$ cat config.mk
export PLATFORM = sky130hd
export DESIGN_NAME = ext_irq_cond
export DESIGN_NICKNAME = d
export VERILOG_FILES = /design/src/rtl/ext_irq_pkg.sv /design/src/rtl/ext_irq_sync.sv /design/src/rtl/ext_irq_edge_det.sv /design/src/rtl/ext_irq_src.sv /design/src/rtl/ext_irq_cond.sv
export SDC_FILE = /design/constraint.sdc
export NUM_CORES = 1
export LEC_CHECK = 0
export BUFFER_PORTS_ARGS = -buffer_cell sky130_fd_sc_hd__buf_2
export CORE_AREA = 4 4 41 43
export CTS_BUF_LIST = sky130_fd_sc_hd__clkbuf_4
export DETAILED_ROUTE_END_ITERATION = 6
export DIE_AREA = 0 0 45 47
export SYNTH_ARGS = -nofsm -noshare
export SYNTH_HDL_FRONTEND = slang
export SYNTH_SLANG_ARGS = --single-unit
$ cat constraint.sdc
create_clock -name clk -period 1.45 [get_ports clk]
set_clock_uncertainty 0.2 [all_clocks]
set_input_delay 0.29 -clock clk [delete_from_list [all_inputs] [get_ports clk]]
set_output_delay 0.29 -clock clk [all_outputs]
set_load 0.03 [all_outputs]
$ cat src/rtl/ext_irq_pkg.sv
package ext_irq_pkg;

    // Per-source control state: trigger select and latched pending flag
    typedef struct packed {
        logic trig_edge;
        logic pend;
    } src_state_t;

    // Edge detector history
    typedef struct packed {
        logic prev;
    } edge_state_t;

    // Field positions inside the control nibble
    function automatic int unsigned trig_bit(input int unsigned src);
        return 2 * src;
    endfunction

    function automatic int unsigned pend_bit(input int unsigned src);
        return 2 * src + 1;
    endfunction

endpackage

$ cat src/rtl/ext_irq_sync.sv
module ext_irq_sync #(
    parameter int unsigned STAGES  = 2,
    parameter logic        RST_VAL = 1'b1
) (
    input  logic clk,
    input  logic rst_n,
    input  logic din,
    output logic dout
);
    localparam int unsigned LAST = STAGES - 1;

    logic [STAGES-1:0] chain_d;
    logic [STAGES-1:0] chain_q;

    always_comb begin
        chain_d    = chain_q;
        chain_d[0] = din;
        for (int unsigned k = 1; k < STAGES; k++) begin
            chain_d[k] = chain_q[k-1];
        end
    end

    always_ff @(posedge clk or negedge rst_n) begin
        if (!rst_n) begin
            chain_q <= {STAGES{RST_VAL}};
        end else begin
            chain_q <= chain_d;
        end
    end

    assign dout = chain_q[LAST];
endmodule

$ cat src/rtl/ext_irq_edge_det.sv
module ext_irq_edge_det
    import ext_irq_pkg::*;
(
    input  logic clk,
    input  logic rst_n,
    input  logic pin_sync,
    output logic fall
);
    edge_state_t st_d;
    edge_state_t st_q;

    always_comb begin
        st_d      = st_q;
        st_d.prev = pin_sync;
    end

    always_ff @(posedge clk or negedge rst_n) begin
        if (!rst_n) begin
            st_q.prev <= 1'b1;
        end else begin
            st_q <= st_d;
        end
    end

    // High in the previous sample, low in the current one
    assign fall = st_q.prev & ~pin_sync;
endmodule

$ cat src/rtl/ext_irq_src.sv
module ext_irq_src
    import ext_irq_pkg::*;
(
    input  logic clk,
    input  logic rst_n,
    input  logic pin_sync,
    input  logic fall,
    input  logic wr_en,
    input  logic wr_trig,
    input  logic wr_pend,
    input  logic svc_active,
    input  logic reti,
    output logic trig_edge,
    output logic req
);
    src_state_t st_d;
    src_state_t st_q;

    always_comb begin
        st_d = st_q;
        if (wr_en) begin
            st_d.trig_edge = wr_trig;
        end
        if (!st_d.trig_edge) begin
            // level mode stores nothing
            st_d.pend = 1'b0;
        end else begin
            if (wr_en) begin
                st_d.pend = wr_pend;
            end
            if (reti) begin
                st_d.pend = 1'b0;
            end
            if (fall && !svc_active) begin
                st_d.pend = 1'b1;  // hardware set has the last word
            end
        end
    end

    always_ff @(posedge clk or negedge rst_n) begin
        if (!rst_n) begin
            st_q <= '0;
        end else begin
            st_q <= st_d;
        end
    end

    assign trig_edge = st_q.trig_edge;
    assign req       = st_q.trig_edge ? st_q.pend : ~pin_sync;
endmodule

$ cat src/rtl/ext_irq_cond.sv
module ext_irq_cond
    import ext_irq_pkg::*;
#(
    parameter int unsigned NUM_SRC     = 2,
    parameter int unsigned SYNC_STAGES = 2
) (
    input  logic                   clk,
    input  logic                   rst_n,
    input  logic [NUM_SRC-1:0]     pin_n,
    input  logic                   ctl_wr_en,
    input  logic [2*NUM_SRC-1:0]   ctl_wr_data,
    output logic [2*NUM_SRC-1:0]   ctl_rd_data,
    input  logic [NUM_SRC-1:0]     svc_active,
    input  logic [NUM_SRC-1:0]     reti_pulse,
    output logic [NUM_SRC-1:0]     irq_req
);
    localparam int unsigned REG_W = 2 * NUM_SRC;

    logic [NUM_SRC-1:0] pin_sync;
    logic [NUM_SRC-1:0] fall;
    logic [NUM_SRC-1:0] trig_edge;
    logic [REG_W-1:0]   rd_d;

    for (genvar g = 0; g < NUM_SRC; g++) begin : g_src
        ext_irq_sync #(
            .STAGES  (SYNC_STAGES),
            .RST_VAL (1'b1)
        ) u_sync (
            .clk   (clk),
            .rst_n (rst_n),
            .din   (pin_n[g]),
            .dout  (pin_sync[g])
        );

        ext_irq_edge_det u_edge (
            .clk      (clk),
            .rst_n    (rst_n),
            .pin_sync (pin_sync[g]),
            .fall     (fall[g])
        );

        ext_irq_src u_src (
            .clk        (clk),
            .rst_n      (rst_n),
            .pin_sync   (pin_sync[g]),
            .fall       (fall[g]),
            .wr_en      (ctl_wr_en),
            .wr_trig    (ctl_wr_data[trig_bit(g)]),
            .wr_pend    (ctl_wr_data[pend_bit(g)]),
            .svc_active (svc_active[g]),
            .reti       (reti_pulse[g]),
            .trig_edge  (trig_edge[g]),
            .req        (irq_req[g])
        );
    end

    always_comb begin
        rd_d = '0;
        for (int unsigned k = 0; k < NUM_SRC; k++) begin
            rd_d[trig_bit(k)] = trig_edge[k];
            rd_d[pend_bit(k)] = irq_req[k];
        end
    end

    assign ctl_rd_data = rd_d;
endmodule

==> impl_metrics.py, run 1 <==
metrics = {
    "run_status": {
        "outcome": "finished, violations left",
        "violations": "setup timing",
    },
    "logic_synthesis": {
        "synthXorXnorAreaFrac": 0,
        "ys_seq_elements": 10,
        "syn-num-nets": 43,
        "synth_simple_gate_area_share": 0.05000,
        "synthTopCellsByArea": "dfstp_2, dfrtp_1, buf_4",
        "yosys_warnings": 0,
        "synth_top_area_frac": 0.3938,
        "avgSynthCellArea_um2": 13.35,
        "synth_top_family_by_area": "buffers and inverters",
        "synthAdderAreaFrac": 0,
        "synth.distinct_cells": 10,
        "synth-compound-area-share": 0.06875,
        "synth_top_area_cell": "dfstp_2",
        "syn-cell-area_um2": 400.4,
        "synth_cells": 30,
        "seq_area_frac_synth": 0.6438,
        "synthMuxAreaShare": 0.1063,
    },
    "worst_setup_path": {
        "r2r_end": "g_src[0].u_src.st_q[0]",
        "crit_end": "ctl_rd_data[1]",
        "arrival_ps": 1010,
        "cp.required_ps": 960,
        "cp-start-kind": "flip-flop",
        "critPathLaunch": "g_src[0].u_sync.chain_q[1]",
        "r2r_start": "g_src[0].u_edge.st_q",
        "crit_type": "reg -> out",
        "rrSetupSlack_ps": 260,
        "reg2reg_depth": 3,
        "cp_max_fo": 2,
        "end_kind": "primary output",
    },
    "grt": {
        "grt.overflow.total": 0,
        "antenna_found_initial": 0,
        "grt_pass1_vias": 294,
        "grt_use_total": 0.08186,
        "grt_pass1_wl_mm": 1.200,
        "grt_max_degree": 11,
    },
    "hold_path": {
        "min_path_type": "in -> reg",
    },
    "drt": {
        "viasPerCell": 4.197,
        "wirelength_um": 678,
        "routedWlPerCell_um": 10.27,
        "vias": 277,
        "antenna_left": 0,
        "drt-initial-drc-count": 0,
        "drc": 0,
        "first_pass_iters": 1,
    },
    "place": {
        "place.port_buffers": 18,
        "place_area_um2": 464.2,
        "placedCellCount": 57,
        "gp_congestion": 0.6432,
        "pre_cts_ws_ps": 139.3,
    },
    "layout": {
        "antenna_cells": 0,
        "stdcell_count": 66,
        "drive_gt1_frac": 0.6471,
        "final_nets": 65,
        "syn2layout_area_growth_pct": 41.88,
        "finish.instance_area_um2": 568.0,
        "fillers": 127,
    },
    "clock_tree": {
        "cts_root_buf": "clkbuf_4",
        "clock_sinks": 10,
        "cts_tree": "yes",
        "clock_path_buffers": 2,
        "cts_buffers": 3,
        "clock_latency_ps": 260,
        "path_clk_slew_ps": 60,
        "cts_htree_levels": 1,
    },
    "floorplanning": {
        "core_um2": 1301,
        "start_util": 0.3077,
        "die_h_um": 47,
        "fp.dieArea_um2": 2115,
        "ios": 19,
        "num_rows": 13,
        "dieWidth_um": 45,
    },
    "timing": {
        "setup_viol": 4,
        "fin_ws_ps": -54.72,
        "final.min_clock_period_ps": 1505,
        "holdWs_ps": 78.07,
        "fmax_ghz": 0.6646,
        "final_max_slew_viol_count": 0,
        "worst_slew_pin_slew_ps": 211.6,
        "max_slew_margin": 0.8589,
        "rsz0062_at_grt": "yes",
        "finalHoldViolCount": 0,
        "fin_crit_sh": 1.038,
    },
    "pwr": {
        "power.density_nw_per_um2": 1106,
        "power_switching_uw": 164.2,
        "combPwrFrac": 0.206,
        "pwr-share-seq": 0.502,
        "max-vdd-ir-drop_v": 0.0006798,
        "power_uw": 628.3,
        "p_sw_frac": 0.2614,
        "clkPwrFrac": 0.292,
        "p_int_uw": 464.1,
        "leakage_nw": 0.2760,
    },
    "run": {
        "maxCapViolCount": 0,
    },
}
metrics by stage:
stage,TNS (ps),utilization
final,-214.2,0.4365
after global routing,-404.3,0.4365
after CTS,-261.9,0.4365
after detailed placement,0,0.3567
after global placement,0,0.3567
after floorplan,0,-
cells in the final DEF (no fill, tap or decap), types with 3 or more instances in the layout:
| cell type | instances |
|---|---|
| dfstp_2 | 6 |
| buf_6 | 4 |
| dfrtp_1 | 4 |
| buf_2 | 14 |
| dlygate4sd3_1 | 3 |
| clkbuf_4 | 3 |
worst max-delay path: stages (launching register included):
cell	delay, ps
dfstp_2	540
o21ai_2	80
buf_6	140
flip-flops by register name, summed over array words and instances, names as in the netlist:
name,flops
g_src.u_sync.chain_q,4
g_src.u_src.trig_edge,2
g_src.u_src.st_q,2
g_src.u_edge.st_q,2
area by class of cell:
cell class,instances,area [um2],area share
inverter,2,7.507,0.01322
multi-input combinational,12,97.59,0.1718
clock inverter,1,3.754,0.006608
timing repair buffer,23,160.2,0.2819
tap,15,18.77,0.03304
sequential,10,257.7,0.4537
clock buffer,3,22.52,0.03965
what timing repair did:
item / CTS / global route
resized for setup: 12 / 0
setup endpoints to repair: 4 / 4
pin swaps: 0 / 0
hold buffers: 3 / 0
hold endpoints to repair: 12 / 0
setup buffers: 2 / 0
how the worst min path moves through the flow:
stage | startpoint | end | slack (ps) | cells after the start
after floorplan | rst_n | g_src[0].u_src.st_q[0] | -210 | 0
after global placement | rst_n | g_src[0].u_src.trig_edge | -40 | 1
after detailed placement | rst_n | g_src[0].u_src.trig_edge | -50 | 1
after CTS | ctl_wr_data[0] | g_src[0].u_src.trig_edge | 70 | 2
after global routing | ctl_wr_data[0] | g_src[0].u_src.trig_edge | 70 | 2
final | ctl_wr_data[2] | g_src[1].u_src.trig_edge | 80 | 2
cell families after synthesis:
group,count (synthesis)
and+or+nand+nor,4
DFF,10
buffers and inverters,8
AOI/OAI and AO/OA,4
muxes,4
routing by layer:
layer,wire length [um],vias to the layer above,share of wire,track usage
met4,9,0,0.013,0.03509
met2,378,7,0.56,0.1328
met5,0,-,0,0
li1,-,137,-,-
met3,40,3,0.059,0.04598
met1,250,130,0.37,0.08810
cell usage after synthesis:
master   n
o32ai_1  2
and2_1   2
mux2_2   2
inv_1    2
mux2i_1  2
dfstp_2  6
o21ai_0  2
nand2_1  2
dfrtp_1  4
buf_4    6
power by group through the flow:
stage,clock network [mW],logic (mW),registers (mW)
floorplan,0,0.0834,0.316
global placement,0,0.100,0.318
detailed placement,0,0.101,0.319
CTS,0.193,0.131,0.315
global route,0.216,0.140,0.317
finish,0.184,0.129,0.315
Power figures use the tool's default switching activity.
==> run 2, diff against run 1 <==
--- a/config.mk
+++ b/config.mk
@@ -10,6 +10,7 @@
 export CTS_BUF_LIST = sky130_fd_sc_hd__clkbuf_4
 export DETAILED_ROUTE_END_ITERATION = 6
 export DIE_AREA = 0 0 45 47
+export RECOVER_POWER = 25
 export SYNTH_ARGS = -nofsm -noshare
 export SYNTH_HDL_FRONTEND = slang
 export SYNTH_SLANG_ARGS = --single-unit
==> run 2 against run 1 <==
  * The flow still finishes with violations (setup timing)
  * Register-to-register slack hardly changed
  * Via count stayed put
  * Design area is 0.22% lower
  * Sequential cell count stayed put
  * Critical path depth stayed put
  * Non-clock buffer count stayed put
  * Global-route usage stayed put
  * First-iteration DRC count stayed put
  * Utilization is 0.096 points lower
  * Clock power hardly changed
  * Combinational power hardly changed
  * Sequential power hardly changed
  * Largest power group unchanged
  * Highest routed layer unchanged
==> impl_metrics.py, run 2 (synthesis results as in run 1) <==
metrics = {
    "worst_setup_path": {
        "cpPeakStageDelay_ps": 540,
        "cp.required_ps": 960,
        "cp_max_fo": 2,
        "crit_chain": "o21ai_2, buf_6",
        "arrival_ps": 1010,
        "cp-start-kind": "flip-flop",
        "critPathSlowestCell": "dfstp_2",
        "crit_type": "reg -> out",
        "end_kind": "primary output",
    },
    "timing": {
        "finalHoldViolCount": 0,
        "setup_viol": 4,
        "fin_ws_ps": -54.72,
        "fin_crit_sh": 1.038,
        "rsz0062_at_grt": "yes",
        "max_slew_margin": 0.6630,
        "setup_tns_ps": -214.2,
        "fmax_ghz": 0.6646,
        "final_max_slew_viol_count": 0,
        "worst_slew_pin_slew_ps": 505.5,
        "final.min_clock_period_ps": 1505,
    },
    "place": {
        "gp_congestion": 0.6432,
        "place_area_um2": 464.2,
        "placedCellCount": 57,
        "place.port_buffers": 18,
    },
    "layout": {
        "syn2layout_area_growth_pct": 41.56,
        "multi_input_area_um2": 97.59,
        "final_nets": 65,
        "drive_gt1_frac": 0.6275,
        "antenna_cells": 0,
        "final_cell_mix": "buf_2, dfstp_2, dfrtp_1, buf_6",
        "largest_reg_flops": 4,
        "finish.instance_area_um2": 566.8,
        "mostFrequentLayoutCell": "buf_2",
        "seq_area_um2": 257.7,
        "final_util": 0.4356,
        "regMostFlops": "g_src.u_sync.chain_q",
        "stdcell_count": 66,
        "fillers": 127,
    },
    "drt": {
        "viasPerCell": 4.197,
        "vias": 277,
        "routedWlPerCell_um": 10.30,
        "drc": 0,
        "wirelength_um": 680,
        "antenna_left": 0,
        "first_pass_iters": 1,
        "drt-initial-drc-count": 0,
    },
    "grt": {
        "grt_max_degree": 11,
        "grt_pass1_wl_mm": 1.200,
        "grt.overflow.total": 0,
        "antenna_found_initial": 0,
        "grt_pass1_vias": 294,
        "grt_use_total": 0.08186,
    },
    "run_status": {
        "outcome": "finished, violations left",
        "violations": "setup timing",
    },
    "pwr": {
        "max-vdd-ir-drop_v": 0.0006798,
        "power.density_nw_per_um2": 1108,
        "leakage_nw": 0.2732,
        "power_uw": 628.0,
    },
    "floorplanning": {
        "die_h_um": 47,
        "ios": 19,
        "start_util": 0.3077,
        "fp.dieArea_um2": 2115,
        "core_um2": 1301,
        "dieWidth_um": 45,
        "num_rows": 13,
    },
    "hold_path": {
        "min_path_type": "in -> reg",
    },
    "clock_tree": {
        "cts_htree_levels": 1,
        "cts_tree": "yes",
        "cts_buffers": 3,
        "clock_latency_ps": 260,
        "path_clk_slew_ps": 60,
        "clock_sinks": 10,
        "clock_path_buffers": 2,
        "cts_root_buf": "clkbuf_4",
    },
    "run": {
        "maxCapViolCount": 0,
    },
}
run 2: changes by cell type in the layout (fill, tap and decap cells not counted):
cell,change
buf_2,-1
clkbuf_1,+1
run 2: path summary, 6_finish.rpt:
check | from | end | slack (ps) | cells past startpoint
setup / recovery | g_src[0].u_sync.chain_q[1] | ctl_rd_data[1] | -50 | 2
hold reg to reg | g_src[0].u_sync.chain_q[0] | g_src[0].u_sync.chain_q[1] | 150 | 0
min in group asynchronous | rst_n | g_src[0].u_src.trig_edge | 310 | 2
setup reg to reg | g_src[0].u_edge.st_q | g_src[0].u_src.st_q[0] | 260 | 3
max in group asynchronous | rst_n | g_src[0].u_edge.st_q | 380 | 2
hold / removal | ctl_wr_data[2] | g_src[1].u_src.trig_edge | 80 | 2
run 2: repair_timing:
item / in CTS / in global routing
endpoints found under the hold margin: 12 / 0
endpoints found under the setup margin: 4 / 4
setup buffers: 2 / 0
hold buffers: 3 / 0
resized for setup: 12 / 0
run 2: area by class of cell:
| type | count | area share |
|---|---|---|
| sequential | 10 | 0.4547 |
| clock inverter | 1 | 0.006623 |
| tap | 15 | 0.03311 |
| multi-input combinational | 12 | 0.1722 |
| timing repair buffer | 23 | 0.2804 |
| inverter | 2 | 0.01325 |
| clock buffer | 3 | 0.03974 |
run 2: stage by stage:
step / worst slack [ps] / hold slack, ps
global placement: 157.6 / -44.89
floorplan: 176.2 / -205.6
global route: -104.4 / 66.18
detailed placement: 139.3 / -46.67
finish: -54.72 / 78.07
CTS: -65.63 / 70.44
run 2: metal layers:
metal	up-vias	global-route usage	part of all wire
met1	130	0.08810	0.37
met3	3	0.04598	0.059
met4	0	0.03509	0.013
li1	137	-	-
met5	-	0	0
met2	7	0.1328	0.56
run 2: report_power, final:
part           total (mW)  switching (mW)  internal, mW
registers           0.315          0.0114         0.304
clock network       0.184          0.0848        0.0989
logic               0.129          0.0681        0.0610
run 2: worst max-delay path: cells and delay by family (launching register included):
| family | cells | cell delay (ps) |
|---|---|---|
| flops | 1 | 540 |
| compound gates | 1 | 80 |
| buf+inv | 1 | 140 |
